`src/rtl/sar_pkg.sv`:
```
// Package: shared configuration layout for the serial audio receiver.
// Assumes the configuration port is three bits with 20-bit select in bit 0.
package sar_pkg;
    localparam int SAR_LONG_W  = 20;
    localparam int SAR_SHORT_W = 16;
    localparam int SAR_SLOT_W  = 32;

    typedef struct packed {
        logic swap;   // bit 2: low level means left
        logic i2s;    // bit 1: I2S-style framing request
        logic res20;  // bit 0: 20-bit resolution
    } sar_cfg_t;
endpackage

```
`src/rtl/sar_bit_sampler.sv`:
```
// Module: registers the three serial lines in the system clock domain and
// flags each bit-clock rising edge with the data and word-clock values seen.
// Assumes the lines are already synchronous to clk and the bit clock stays
// high and low for at least one system clock each.
module sar_bit_sampler (
    input  logic clk,
    input  logic rst_n,
    input  logic bclk,
    input  logic sdata,
    input  logic wclk,
    output logic bit_stb,
    output logic bit_val,
    output logic bit_wclk
);
    logic bclk_q;
    logic bclk_qq;
    logic data_q;
    logic wclk_q;

    // Capture the serial lines and keep one older bit-clock copy for edge detection.
    always_ff @(posedge clk) begin
        if (!rst_n) begin
            bclk_q  <= 1'b0;
            bclk_qq <= 1'b0;
            data_q  <= 1'b0;
            wclk_q  <= 1'b0;
        end else begin
            bclk_q  <= bclk;
            bclk_qq <= bclk_q;
            data_q  <= sdata;
            wclk_q  <= wclk;
        end
    end

    // A rising edge is a high registered copy over a low older copy.
    always_comb begin
        bit_stb  = bclk_q & ~bclk_qq;
        bit_val  = data_q;
        bit_wclk = wclk_q;
    end

    assert_one_cycle_stb_R9: assert property (@(posedge clk) disable iff (!rst_n)
        bit_stb |=> !bit_stb);
endmodule

```
`src/rtl/sar_word_framer.sv`:
```
// Module: shifts received bits into a word register and hands the word on at
// each word-clock change. In I2S framing only slots 1..SHORT_W after the
// change are taken; in right-justified framing every bit is shifted, so the
// last LONG_W bits are held. Assumes at least one bit is seen before the
// first transition.
module sar_word_framer #(
    parameter int LONG_W  = 20,
    parameter int SHORT_W = 16,
    parameter int SLOT_W  = 32
) (
    input  logic              clk,
    input  logic              rst_n,
    input  logic              bit_stb,
    input  logic              bit_val,
    input  logic              bit_wclk,
    input  logic              i2s_mode,
    output logic              word_done,
    output logic [LONG_W-1:0] word_bits,
    output logic              word_side,
    output logic              armed
);
    localparam int              CNT_W   = $clog2(SLOT_W);
    localparam logic [CNT_W-1:0] CNT_MAX = CNT_W'(SLOT_W - 1);
    localparam logic [CNT_W-1:0] CNT_HI  = CNT_W'(SHORT_W);
    localparam logic [CNT_W-1:0] CNT_LO  = CNT_W'(1);

    logic [LONG_W-1:0] shreg;
    logic              w_prev;
    logic              seen;
    logic [CNT_W-1:0]  cnt;
    logic              edge_seen;
    logic [CNT_W-1:0]  idx;
    logic              shift_en;

    // Find word-clock changes and decide whether this bit enters the word.
    always_comb begin
        edge_seen = bit_stb && seen && (bit_wclk != w_prev);
        idx       = edge_seen ? '0 : cnt;
        shift_en  = bit_stb && (!i2s_mode || ((idx >= CNT_LO) && (idx <= CNT_HI)));
    end

    // Track slot position and word-clock level, and hand completed words on.
    always_ff @(posedge clk) begin
        if (!rst_n) begin
            w_prev    <= 1'b0;
            seen      <= 1'b0;
            cnt       <= '0;
            armed     <= 1'b0;
            word_done <= 1'b0;
            word_bits <= '0;
            word_side <= 1'b0;
        end else begin
            word_done <= 1'b0;
            if (bit_stb) begin
                seen   <= 1'b1;
                w_prev <= bit_wclk;
                cnt    <= (idx == CNT_MAX) ? idx : idx + CNT_LO;
                if (edge_seen) begin
                    armed <= 1'b1;
                    if (armed) begin
                        word_done <= 1'b1;
                        word_bits <= shreg;
                        word_side <= w_prev;
                    end
                end
            end
        end
    end

    // Shift the accepted bit in at the LSB end, MSB having arrived first.
    always_ff @(posedge clk) begin
        if (!rst_n) begin
            shreg <= '0;
        end else if (shift_en) begin
            shreg <= {shreg[LONG_W-2:0], bit_val};
        end
    end

    assert_i2s_tail_ignored_R5: assert property (@(posedge clk) disable iff (!rst_n)
        (bit_stb && i2s_mode && !edge_seen && (cnt > CNT_HI)) |=> $stable(shreg));

    assert_done_needs_arm_R1: assert property (@(posedge clk) disable iff (!rst_n)
        word_done |-> armed);
endmodule

```
`src/rtl/sar_out_fmt.sv`:
```
// Module: turns a finished word into the output sample. It takes 16 or 20
// bits, sign-extends a short word, picks the channel from the word-clock
// level and the polarity setting, and raises that channel's strobe for one
// cycle. Assumes word_done is a single-cycle pulse.
module sar_out_fmt #(
    parameter int LONG_W  = 20,
    parameter int SHORT_W = 16
) (
    input  logic              clk,
    input  logic              rst_n,
    input  logic              word_done,
    input  logic [LONG_W-1:0] word_bits,
    input  logic              word_side,
    input  logic              res20,
    input  logic              swap,
    output logic [LONG_W-1:0] sample,
    output logic              valid_l,
    output logic              valid_r
);
    localparam int EXT_W = LONG_W - SHORT_W;

    logic [LONG_W-1:0] short_ext;
    logic              is_left;

    // Widen a short word from its top bit and resolve the channel.
    always_comb begin
        short_ext = {{EXT_W{word_bits[SHORT_W-1]}}, word_bits[SHORT_W-1:0]};
        is_left   = word_side ^ swap;
    end

    // Load the sample and pulse the matching strobe.
    always_ff @(posedge clk) begin
        if (!rst_n) begin
            sample  <= '0;
            valid_l <= 1'b0;
            valid_r <= 1'b0;
        end else begin
            valid_l <= word_done & is_left;
            valid_r <= word_done & ~is_left;
            if (word_done) begin
                sample <= res20 ? word_bits : short_ext;
            end
        end
    end

    assert_strobes_exclusive_R8: assert property (@(posedge clk) disable iff (!rst_n)
        !(valid_l && valid_r));

    assert_left_single_cycle_R8: assert property (@(posedge clk) disable iff (!rst_n)
        valid_l |=> !valid_l);

    assert_right_single_cycle_R8: assert property (@(posedge clk) disable iff (!rst_n)
        valid_r |=> !valid_r);

    assert_one_strobe_R8: assert property (@(posedge clk) disable iff (!rst_n)
        word_done |=> (valid_l || valid_r));

    assert_sign_extend_R2: assert property (@(posedge clk) disable iff (!rst_n)
        (word_done && !res20) |=> (sample[LONG_W-1:SHORT_W] == {EXT_W{sample[SHORT_W-1]}}));
endmodule

```
`src/rtl/serial_audio_rx.sv`:
```
// Module: top of the serial audio receiver. It joins the bit sampler, the
// word framer and the output formatter, and works out the effective framing:
// I2S framing is only honoured in 16-bit mode.
// Assumes the serial lines are synchronous to clk and the configuration is
// held stable while a word is in flight.
module serial_audio_rx (
    input  logic        clk,
    input  logic        rst_n,
    input  logic        bclk,
    input  logic        sdata,
    input  logic        wclk,
    input  logic [2:0]  cfg,
    output logic [19:0] sample,
    output logic        valid_left,
    output logic        valid_right
);
    import sar_pkg::*;

    sar_cfg_t                cfg_s;
    logic                    i2s_eff;
    logic                    bit_stb;
    logic                    bit_val;
    logic                    bit_wclk;
    logic                    word_done;
    logic [SAR_LONG_W-1:0]   word_bits;
    logic                    word_side;
    logic                    armed;

    // Decode the configuration; 20-bit forces right-justified framing.
    always_comb begin
        cfg_s   = sar_cfg_t'(cfg);
        i2s_eff = cfg_s.i2s & ~cfg_s.res20;
    end

    sar_bit_sampler u_sampler (
        .clk      (clk),
        .rst_n    (rst_n),
        .bclk     (bclk),
        .sdata    (sdata),
        .wclk     (wclk),
        .bit_stb  (bit_stb),
        .bit_val  (bit_val),
        .bit_wclk (bit_wclk)
    );

    sar_word_framer #(
        .LONG_W  (SAR_LONG_W),
        .SHORT_W (SAR_SHORT_W),
        .SLOT_W  (SAR_SLOT_W)
    ) u_framer (
        .clk       (clk),
        .rst_n     (rst_n),
        .bit_stb   (bit_stb),
        .bit_val   (bit_val),
        .bit_wclk  (bit_wclk),
        .i2s_mode  (i2s_eff),
        .word_done (word_done),
        .word_bits (word_bits),
        .word_side (word_side),
        .armed     (armed)
    );

    sar_out_fmt #(
        .LONG_W  (SAR_LONG_W),
        .SHORT_W (SAR_SHORT_W)
    ) u_fmt (
        .clk       (clk),
        .rst_n     (rst_n),
        .word_done (word_done),
        .word_bits (word_bits),
        .word_side (word_side),
        .res20     (cfg_s.res20),
        .swap      (cfg_s.swap),
        .sample    (sample),
        .valid_l   (valid_left),
        .valid_r   (valid_right)
    );

    assert_quiet_until_armed_R1: assert property (@(posedge clk) disable iff (!rst_n)
        !armed |-> (!valid_left && !valid_right));
endmodule

```
`config.mk`:
```
export PLATFORM = sky130hd
export DESIGN_NAME = serial_audio_rx
export DESIGN_NICKNAME = d
export VERILOG_FILES = /design/src/rtl/sar_pkg.sv /design/src/rtl/sar_bit_sampler.sv /design/src/rtl/sar_word_framer.sv /design/src/rtl/sar_out_fmt.sv /design/src/rtl/serial_audio_rx.sv
export SDC_FILE = /design/constraint.sdc
export NUM_CORES = 1
export LEC_CHECK = 0
export BUFFER_PORTS_ARGS = -buffer_cell sky130_fd_sc_hd__buf_4
export CORE_ASPECT_RATIO = 1.2
export CORE_MARGIN = 2
export CORE_UTILIZATION = 55
export DETAILED_ROUTE_END_ITERATION = 16
export HOLD_SLACK_MARGIN = 0.03
export PLACE_DENSITY = 0.79
export SLEW_MARGIN = 25
export SYNTH_ARGS = -nofsm -noshare
export SYNTH_HDL_FRONTEND = slang
export SYNTH_SLANG_ARGS = --single-unit
```
`constraint.sdc`:
```
create_clock -name clk -period 4.3 [get_ports clk]
set_input_delay 0 -clock clk [delete_from_list [all_inputs] [get_ports clk]]
set_output_delay 0 -clock clk [all_outputs]
set_load 0.01 [all_outputs]
```
==> run summary, run 1 <==
LOGIC SYNTHESIS
------------------------------------------------------------------------------------
Top cells by instance count after synthesis                             76 x sky130_fd_sc_hd__dfxtp_1, 70 x sky130_fd_sc_hd__nand2_1, 37 x sky130_fd_sc_hd__mux2i_1
Number of instances in the synthesized netlist                                   297
Dominant cells by area after synthesis                                  sky130_fd_sc_hd__dfxtp_1 55%, sky130_fd_sc_hd__mux2i_1 13%, sky130_fd_sc_hd__nand2_1 9.5%, sky130_fd_sc_hd__a21oi_1 5.8%, sky130_fd_sc_hd__nor2_1 3.4%
Synthesized area per cell                                                  9.357 µm²
Total number of yosys warnings                                                     0
Top_reg_cell synth                                                      sky130_fd_sc_hd__dfxtp_1
Mapped cell area                                                            2779 µm²
Post-synth net total                                                             308
Cell with the most instances after synthesis                            sky130_fd_sc_hd__dfxtp_1
Flip-flop and latch count after synthesis                                         76
Number of flops mapped to enable cells by yosys                                    0
Proportion of synthesized flip-flops having asynchronous set or reset              0
Number of distinct library cells after synthesis                                  30
Cell accounting for the most synthesized area                           sky130_fd_sc_hd__dfxtp_1
Top-area cell type share of the netlist area                                  0.5475
Seq/Total Area, Yosys                                                         0.5475

GRT
------------------------------------------------------------------------------------
Tot GR Track Use                                                              0.1948
Global routing usage on met1                                                  0.2338
Largest net degree at the start of global routing                                 47
Most congested layer reported by global routing                                 met2
Number of antenna violations at the first check in global routing                  0
First-pass GRT wire length                                                  8.079 mm
Grt ovf                                                                            0
Number of global-route vias before repair                                       1879
Fraction of met2 tracks used by global routing                                0.3077
Global routing met3 resource utilization                                     0.05616

PLACED DESIGN
------------------------------------------------------------------------------------
Pre-CTS WS                                                                  1.456 ns
Global placer's final weighted congestion                                     0.8179
DPL Wire Length                                                             3.051 mm
Count of buffers inserted at the top-level ports                                  29

CELLS AND AREA
------------------------------------------------------------------------------------
Final layout net count                                                           337
Synth-to-layout area growth                                                   15.71%
Share of cells above drive strength 1                                         0.1541
Count of filler cells inserted in the layout                                     422
Storage element area                                                        1521 µm²
Number of antenna diodes                                                           0
Total area of multi-input combinational cells                               1147 µm²

WORST SETUP PATH
------------------------------------------------------------------------------------
Crit. End Element                                                           register
Category of the most critical setup path                                register to register
Largest stage delay on the critical path                                     0.56 ns
Cell with the biggest individual delay on the critical path             sky130_fd_sc_hd__nor2b_1
Peak fanout along the critical path                                               20
Req. time, crit path                                                         4.57 ns
Worst EP arrival                                                             3.14 ns
Cells along the critical path                                           nor2b_1 > nand3_1 > nand2_1 > inv_1 > ha_1 > or3b_2 > o221ai_2 > buf_4 > mux2i_1
Delay-heaviest family, CP                                               simple AND/OR/NAND/NOR gates
Kind of start point of the critical path                                    register
Bufs and invs on worst path                                                        2

DETAILED ROUTING
------------------------------------------------------------------------------------
Detailed router's first-iteration violation count                                158
Post-DRT Antenna Nets                                                              0
Total number of vias                                                            2024
Average wire per standard cell                                              12.23 µm
DR pass1 iterations                                                                5
Average via count per standard cell                                            5.176
Detailed Route WL                                                           4.780 mm
Residual DRC                                                                       0

FLOORPLANNING
------------------------------------------------------------------------------------
Die area                                                                    5640 µm²
Die height                                                                  81.87 µm
Die extent in x                                                             68.89 µm
Effective utilization at floorplan                                            0.5666
Core box area                                                               4905 µm²
Floorplan row count                                                               28
Top-Level Pins                                                                    30

CLOCKING
------------------------------------------------------------------------------------
Sinks on Clock Net                                                                76
Number of CTS-inserted buffers                                                     9
H-tree depth                                                                       3
Clk slew on worst S/H paths                                                  0.08 ns
Maximum number of buffers from clock root to sink                                  2
Clock tree from TritonCTS                                                        yes
Number of post-CTS setup repair buffers                                            0
Clock root cell                                                         sky130_fd_sc_hd__clkbuf_8
Later-pin clock latency in the skew report                                   0.35 ns

PWR
------------------------------------------------------------------------------------
Leakage power summed over all cells                                         1.304 nW
Cell Pwr Density                                                        383.6 nW/µm²
Maximum ir drop on the vdd rail                                            0.2447 mV

STA
------------------------------------------------------------------------------------
Final count of pins violating max slew                                             0
Worst setup margin                                                          1.429 ns
Endpoints failing setup                                                            0
Slew at the pin closest to its max-slew limit                              0.7725 ns
Fmax                                                                       348.3 MHz
Final Cycle Share                                                             0.6677
RSZ-0062 raised after global routing                                              no
Clock skew after layout                                                  0.007329 ns
Worst relative slew slack                                                     0.4838
Final hold vios                                                                    0
Post-route minimum period                                                   2.871 ns
Aggregate negative setup slack                                                  0 ns

STATUS
------------------------------------------------------------------------------------
Run status                                                              finished, final reports clean

WORST HOLD PATH
------------------------------------------------------------------------------------
Worst min path class                                                    input port to register

RUN
------------------------------------------------------------------------------------
Max-cap violation count                                                            0

-- cell type report --
class                   instances  area share
multi-input cells             200      0.3568
clock inverters                 6     0.01245
inverters                       3    0.003502
clock buffers                  10     0.04280
well taps                      60     0.02335
flip-flops and latches         76      0.4732
repair buffers                 36     0.08794
-- layout by cell type (no fill, tap or decap), drive strengths merged --
| cell | count |
|---|---|
| xor2 | 2 |
| mux2i | 37 |
| and3 | 2 |
| and2 | 5 |
| nand4 | 2 |
| nand2 | 70 |
| clkinv | 2 |
| clkinvlp | 4 |
| nor3 | 2 |
| xnor2 | 1 |
| dfxtp | 76 |
| a41oi | 1 |
| dlygate4sd3 | 5 |
| o221ai | 1 |
| or3b | 1 |
| clkbuf | 10 |
| or2 | 1 |
| o21ai | 6 |
| nand3 | 2 |
| a211oi | 2 |
| nand4b | 1 |
| inv | 3 |
| nor2 | 25 |
| ha | 3 |
| buf | 31 |
| a21oi | 33 |
| nor2b | 3 |
-- logic make-up after synthesis --
logic type	share of synthesized area
and+or+nand+nor	0.1711
xor gates and xnor gates	0.009457
muxes	0.1333
AOI/OAI and AO/OA	0.08554
DFF	0.5475
adders and majority gates	0.01351
buffers and inverters	0.03962
-- through the flow --
stage,cell area (µm²),utilization,total power [mW],hold WS [ns],cells
after floorplan,2779,-,0.7612,0.1273,297
after global placement,2988,0.6092,0.7704,0.2070,370
after detailed placement,2988,0.6092,0.7714,0.2134,370
after CTS,3216,0.6556,1.240,0.06822,391
after global routing,3216,0.6556,1.282,0.08938,391
final,3216,0.6556,1.233,0.07537,391
-- tightest hold or removal path, cell delays in order --
cell,delay (ns)
sky130_fd_sc_hd__buf_4,0.21
sky130_fd_sc_hd__nand2_1,0.10
sky130_fd_sc_hd__mux2i_1,0.05
-- registers in the layout, summed over array words and instances (netlist names) --
| signal | count |
|---|---|
| u_framer.word_side | 1 |
| u_framer.word_done | 1 |
| u_framer.cnt | 5 |
| u_sampler.bclk_q | 1 |
| u_framer.word_bits | 20 |
| u_framer.shreg | 20 |
| u_framer.armed | 1 |
| u_sampler.bit_val | 1 |
| u_fmt.valid_l | 1 |
| u_sampler.bit_wclk | 1 |
| u_fmt.valid_r | 1 |
| u_framer.seen | 1 |
| u_fmt.sample | 20 |
| u_sampler.bclk_qq | 1 |
| u_framer.w_prev | 1 |
-- layer usage --
metal  up-vias  routed length, µm
met5         -                  0
met4         0                116
met3        13                175
met2        41               2308
met1       922               2180
li1       1048                  -
-- report_power, final --
group          leakage (nW)  switching (mW)  internal [mW]
clock                0.0803           0.252          0.222
combinational         0.610          0.0284         0.0202
sequential            0.613         0.00281          0.708
total                  1.30           0.283          0.950
-- worst paths after layout --
| check | startpoint | to | slack, ns | cells past startpoint |
|---|---|---|---|---|
| setup / recovery | u_sampler.bclk_q | u_framer.shreg[14] | 1.43 | 9 |
| hold / removal | rst_n | u_framer.shreg[0] | 0.08 | 3 |
| hold reg to reg | u_framer.shreg[7] | u_framer.word_bits[7] | 0.45 | 2 |
| setup reg to reg | u_sampler.bclk_q | u_framer.shreg[14] | 1.43 | 9 |
-- timing repair --
action | 4_1_cts | 5_1_grt
endpoints found under the hold margin | 9 | 0
gates resized for setup | 0 | 0
hold buffers | 5 | 0
No activity file was read; power rests on OpenSTA's default activity.
==> inputs of run 2 (changes only) <==
clock period = 2.7 ns   (was 4.3 ns; I/O delays follow)
==> run 2 against run 1 <==
Sequential share of layout area down 0.092 points; count of clock-buffer cells in the layout is 1 higher; clock power up 57%; worst setup slack got worse by 1.2 ns.
==> run summary, run 2 (synthesis results as in run 1) <==
STATUS
-------------------------------------------------------------------------------------
Run status                                                               finished, final reports clean

STA
-------------------------------------------------------------------------------------
RSZ-0062 raised after global routing                                               no
Endpoints failing setup                                                             0
Final count of pins violating max slew                                              0
Post-route minimum period                                                    2.448 ns
Final Cycle Share                                                              0.9065
Final hold vios                                                                     0
Worst relative slew slack                                                      0.4996
Fmax                                                                        408.6 MHz
Slew at the pin closest to its max-slew limit                               0.7495 ns
Aggregate negative setup slack                                                   0 ns
Clock skew after layout                                                   0.006336 ns

GRT
-------------------------------------------------------------------------------------
Tot GR Track Use                                                               0.2079
Largest net degree at the start of global routing                                  47
Number of antenna violations at the first check in global routing                   0
First-pass GRT wire length                                                   8.521 mm
Grt ovf                                                                             0
Number of global-route vias before repair                                        1959

CLOCKING
-------------------------------------------------------------------------------------
Number of CTS-inserted buffers                                                      9
Maximum number of buffers from clock root to sink                                   2
Later-pin clock latency in the skew report                                    0.34 ns
Sinks on Clock Net                                                                 76
H-tree depth                                                                        3
Clock tree from TritonCTS                                                         yes
Clock root cell                                                          sky130_fd_sc_hd__clkbuf_8
Clk slew on worst S/H paths                                                   0.07 ns
Number of post-CTS setup repair buffers                                             0

DETAILED ROUTING
-------------------------------------------------------------------------------------
Post-DRT Antenna Nets                                                               0
Detailed router's first-iteration violation count                                 113
Detailed Route WL                                                            5.009 mm
DR pass1 iterations                                                                 4
Total number of vias                                                             2050
Average wire per standard cell                                               12.75 µm
Residual DRC                                                                        0
Average via count per standard cell                                             5.216

PLACED DESIGN
-------------------------------------------------------------------------------------
Area after DPL                                                               3003 µm²
Global placer's final weighted congestion                                      0.8321
DP Cell Count                                                                     372
DPL Wire Length                                                              3.232 mm
Count of buffers inserted at the top-level ports                                   29

CELLS AND AREA
-------------------------------------------------------------------------------------
Fin cells                                                                         393
Most frequent standard cell in the layout excluding fill and tap cells   sky130_fd_sc_hd__dfxtp_1
Non-Filler Cell Area, Final                                                  3222 µm²
Commonest cells after routing, fill and taps aside                       76 x sky130_fd_sc_hd__dfxtp_1, 70 x sky130_fd_sc_hd__nand2_1, 37 x sky130_fd_sc_hd__mux2i_1, 33 x sky130_fd_sc_hd__buf_4, 32 x sky130_fd_sc_hd__a21oi_1
Number of antenna diodes                                                            0
Final layout net count                                                            339
Registers with the highest flip-flop counts                              u_fmt.sample (20), u_framer.shreg (20), u_framer.word_bits (20)
Synth-to-layout area growth                                                    15.94%
Count of filler cells inserted in the layout                                      403
Fin util                                                                       0.6569
Share of cells above drive strength 1                                          0.1562

PWR
-------------------------------------------------------------------------------------
Switching component of the power                                            0.4412 mW
Portion of total power attributed to combinational logic                        0.040
Maximum ir drop on the vdd rail                                             0.4836 mV
Sequential Power Share                                                          0.579
Cell internal power dissipation                                              1.513 mW
Cell Pwr Density                                                         606.5 nW/µm²
Switching Share                                                                0.2258
Clk pwr share                                                                   0.381
Leakage power summed over all cells                                          1.323 nW

WORST HOLD PATH
-------------------------------------------------------------------------------------
Hold Path Stages                                                                    3
Worst-case hold path end point                                           u_fmt.sample[18]
Launch instance of the worst min-delay path                                     rst_n
Worst min path class                                                     input port to register

WORST SETUP PATH
-------------------------------------------------------------------------------------
R2r setup slk                                                                 0.25 ns
Req. time, crit path                                                          2.96 ns
Worst EP arrival                                                              2.71 ns
Reg-to-reg critical path endpoint                                        u_framer.shreg[1]
Worst reg2reg startpoint                                                 u_framer.w_prev
Path depth of the worst reg2reg path                                                9
Crit. End Element                                                            register
Kind of start point of the critical path                                     register
Peak fanout along the critical path                                                20
Category of the most critical setup path                                 register to register

FLOORPLANNING
-------------------------------------------------------------------------------------
Floorplan row count                                                                28
Core box area                                                                4905 µm²
Effective utilization at floorplan                                             0.5666
Die area                                                                     5640 µm²
Die height                                                                   81.87 µm
Top-Level Pins                                                                     30
Die extent in x                                                              68.89 µm

RUN
-------------------------------------------------------------------------------------
Max-cap violation count                                                             0

## run 2: cell count changes in the layout (fill, tap and decap cells not counted)
cell / before / now
sky130_fd_sc_hd__buf_4: 31 / 33
sky130_fd_sc_hd__clkbuf_1: 0 / 1
sky130_fd_sc_hd__clkinv_2: 2 / 4
sky130_fd_sc_hd__clkinvlp_4: 4 / 1
## run 2: power groups by stage
stage | Combinational [mW] | Clock, mW | Sequential [mW]
3_3_place_gp | 0.0712 | 0 | 1.16
6_report | 0.0789 | 0.744 | 1.13
2_1_floorplan | 0.0558 | 0 | 1.16
4_1_cts | 0.0794 | 0.761 | 1.13
5_1_grt | 0.0881 | 0.815 | 1.13
3_5_place_dp | 0.0727 | 0 | 1.16
## run 2: worst max path at each step
stage | start | end | slack [ns] | depth (start not counted)
after CTS | u_framer.w_prev | u_framer.shreg[1] | 0.25 | 9
after global placement | u_framer.w_prev | u_framer.shreg[4] | 0.46 | 9
after global routing | u_framer.w_prev | u_framer.shreg[1] | 0.05 | 9
after detailed placement | u_framer.w_prev | u_framer.shreg[14] | 0.31 | 9
final | u_framer.w_prev | u_framer.shreg[1] | 0.25 | 9
after floorplan | u_sampler.bclk_q | u_framer.shreg[0] | 0.51 | 10
## run 2: layer usage
metal,global-route usage,vias to the layer above,part of all wire
met5,0,-,0
met4,0.1020,0,0.016
met3,0.07671,5,0.036
met2,0.3423,32,0.51
met1,0.2338,967,0.44
li1,-,1046,-
## run 2: through the flow
step           worst slack [ns]  hold slack [ns]  total power [mW]
6_report                 0.2524          0.06969             1.954
5_1_grt                 0.05496          0.07112             2.036
4_1_cts                  0.2496          0.04937             1.972
3_5_place_dp             0.3130           0.2135             1.230
3_3_place_gp             0.4566           0.2087             1.229
2_1_floorplan            0.5147           0.1273             1.212
## run 2: what timing repair did
item | CTS | global route
gates resized for setup | 0 | 0
endpoints found under the setup margin | 0 | 0
hold endpoints to repair | 9 | 0
hold buffers | 5 | 0
## run 2: cell type report
class                           instances  area [µm²]  area share
Multi-Input combinational cell        200        1147      0.3561
Inverter                                3       11.26    0.003495
Sequential cell                        76        1521      0.4722
Tap cell                               60       75.07     0.02330
Timing Repair Buffer                   38       297.8     0.09243
Clock buffer                           11       141.4     0.04388
Clock inverter                          5       27.53    0.008544
## run 2: critical path: stages, from the launching register on
cell and delay, ns:
sky130_fd_sc_hd__dfxtp_1 0.37, sky130_fd_sc_hd__xor2_1 0.18, sky130_fd_sc_hd__nand3_1 0.18, sky130_fd_sc_hd__nand2_1 0.18, sky130_fd_sc_hd__inv_1 0.09, sky130_fd_sc_hd__ha_1 0.18
sky130_fd_sc_hd__or3b_2 0.44, sky130_fd_sc_hd__o221ai_2 0.13, sky130_fd_sc_hd__buf_4 0.34, sky130_fd_sc_hd__mux2i_1 0.25
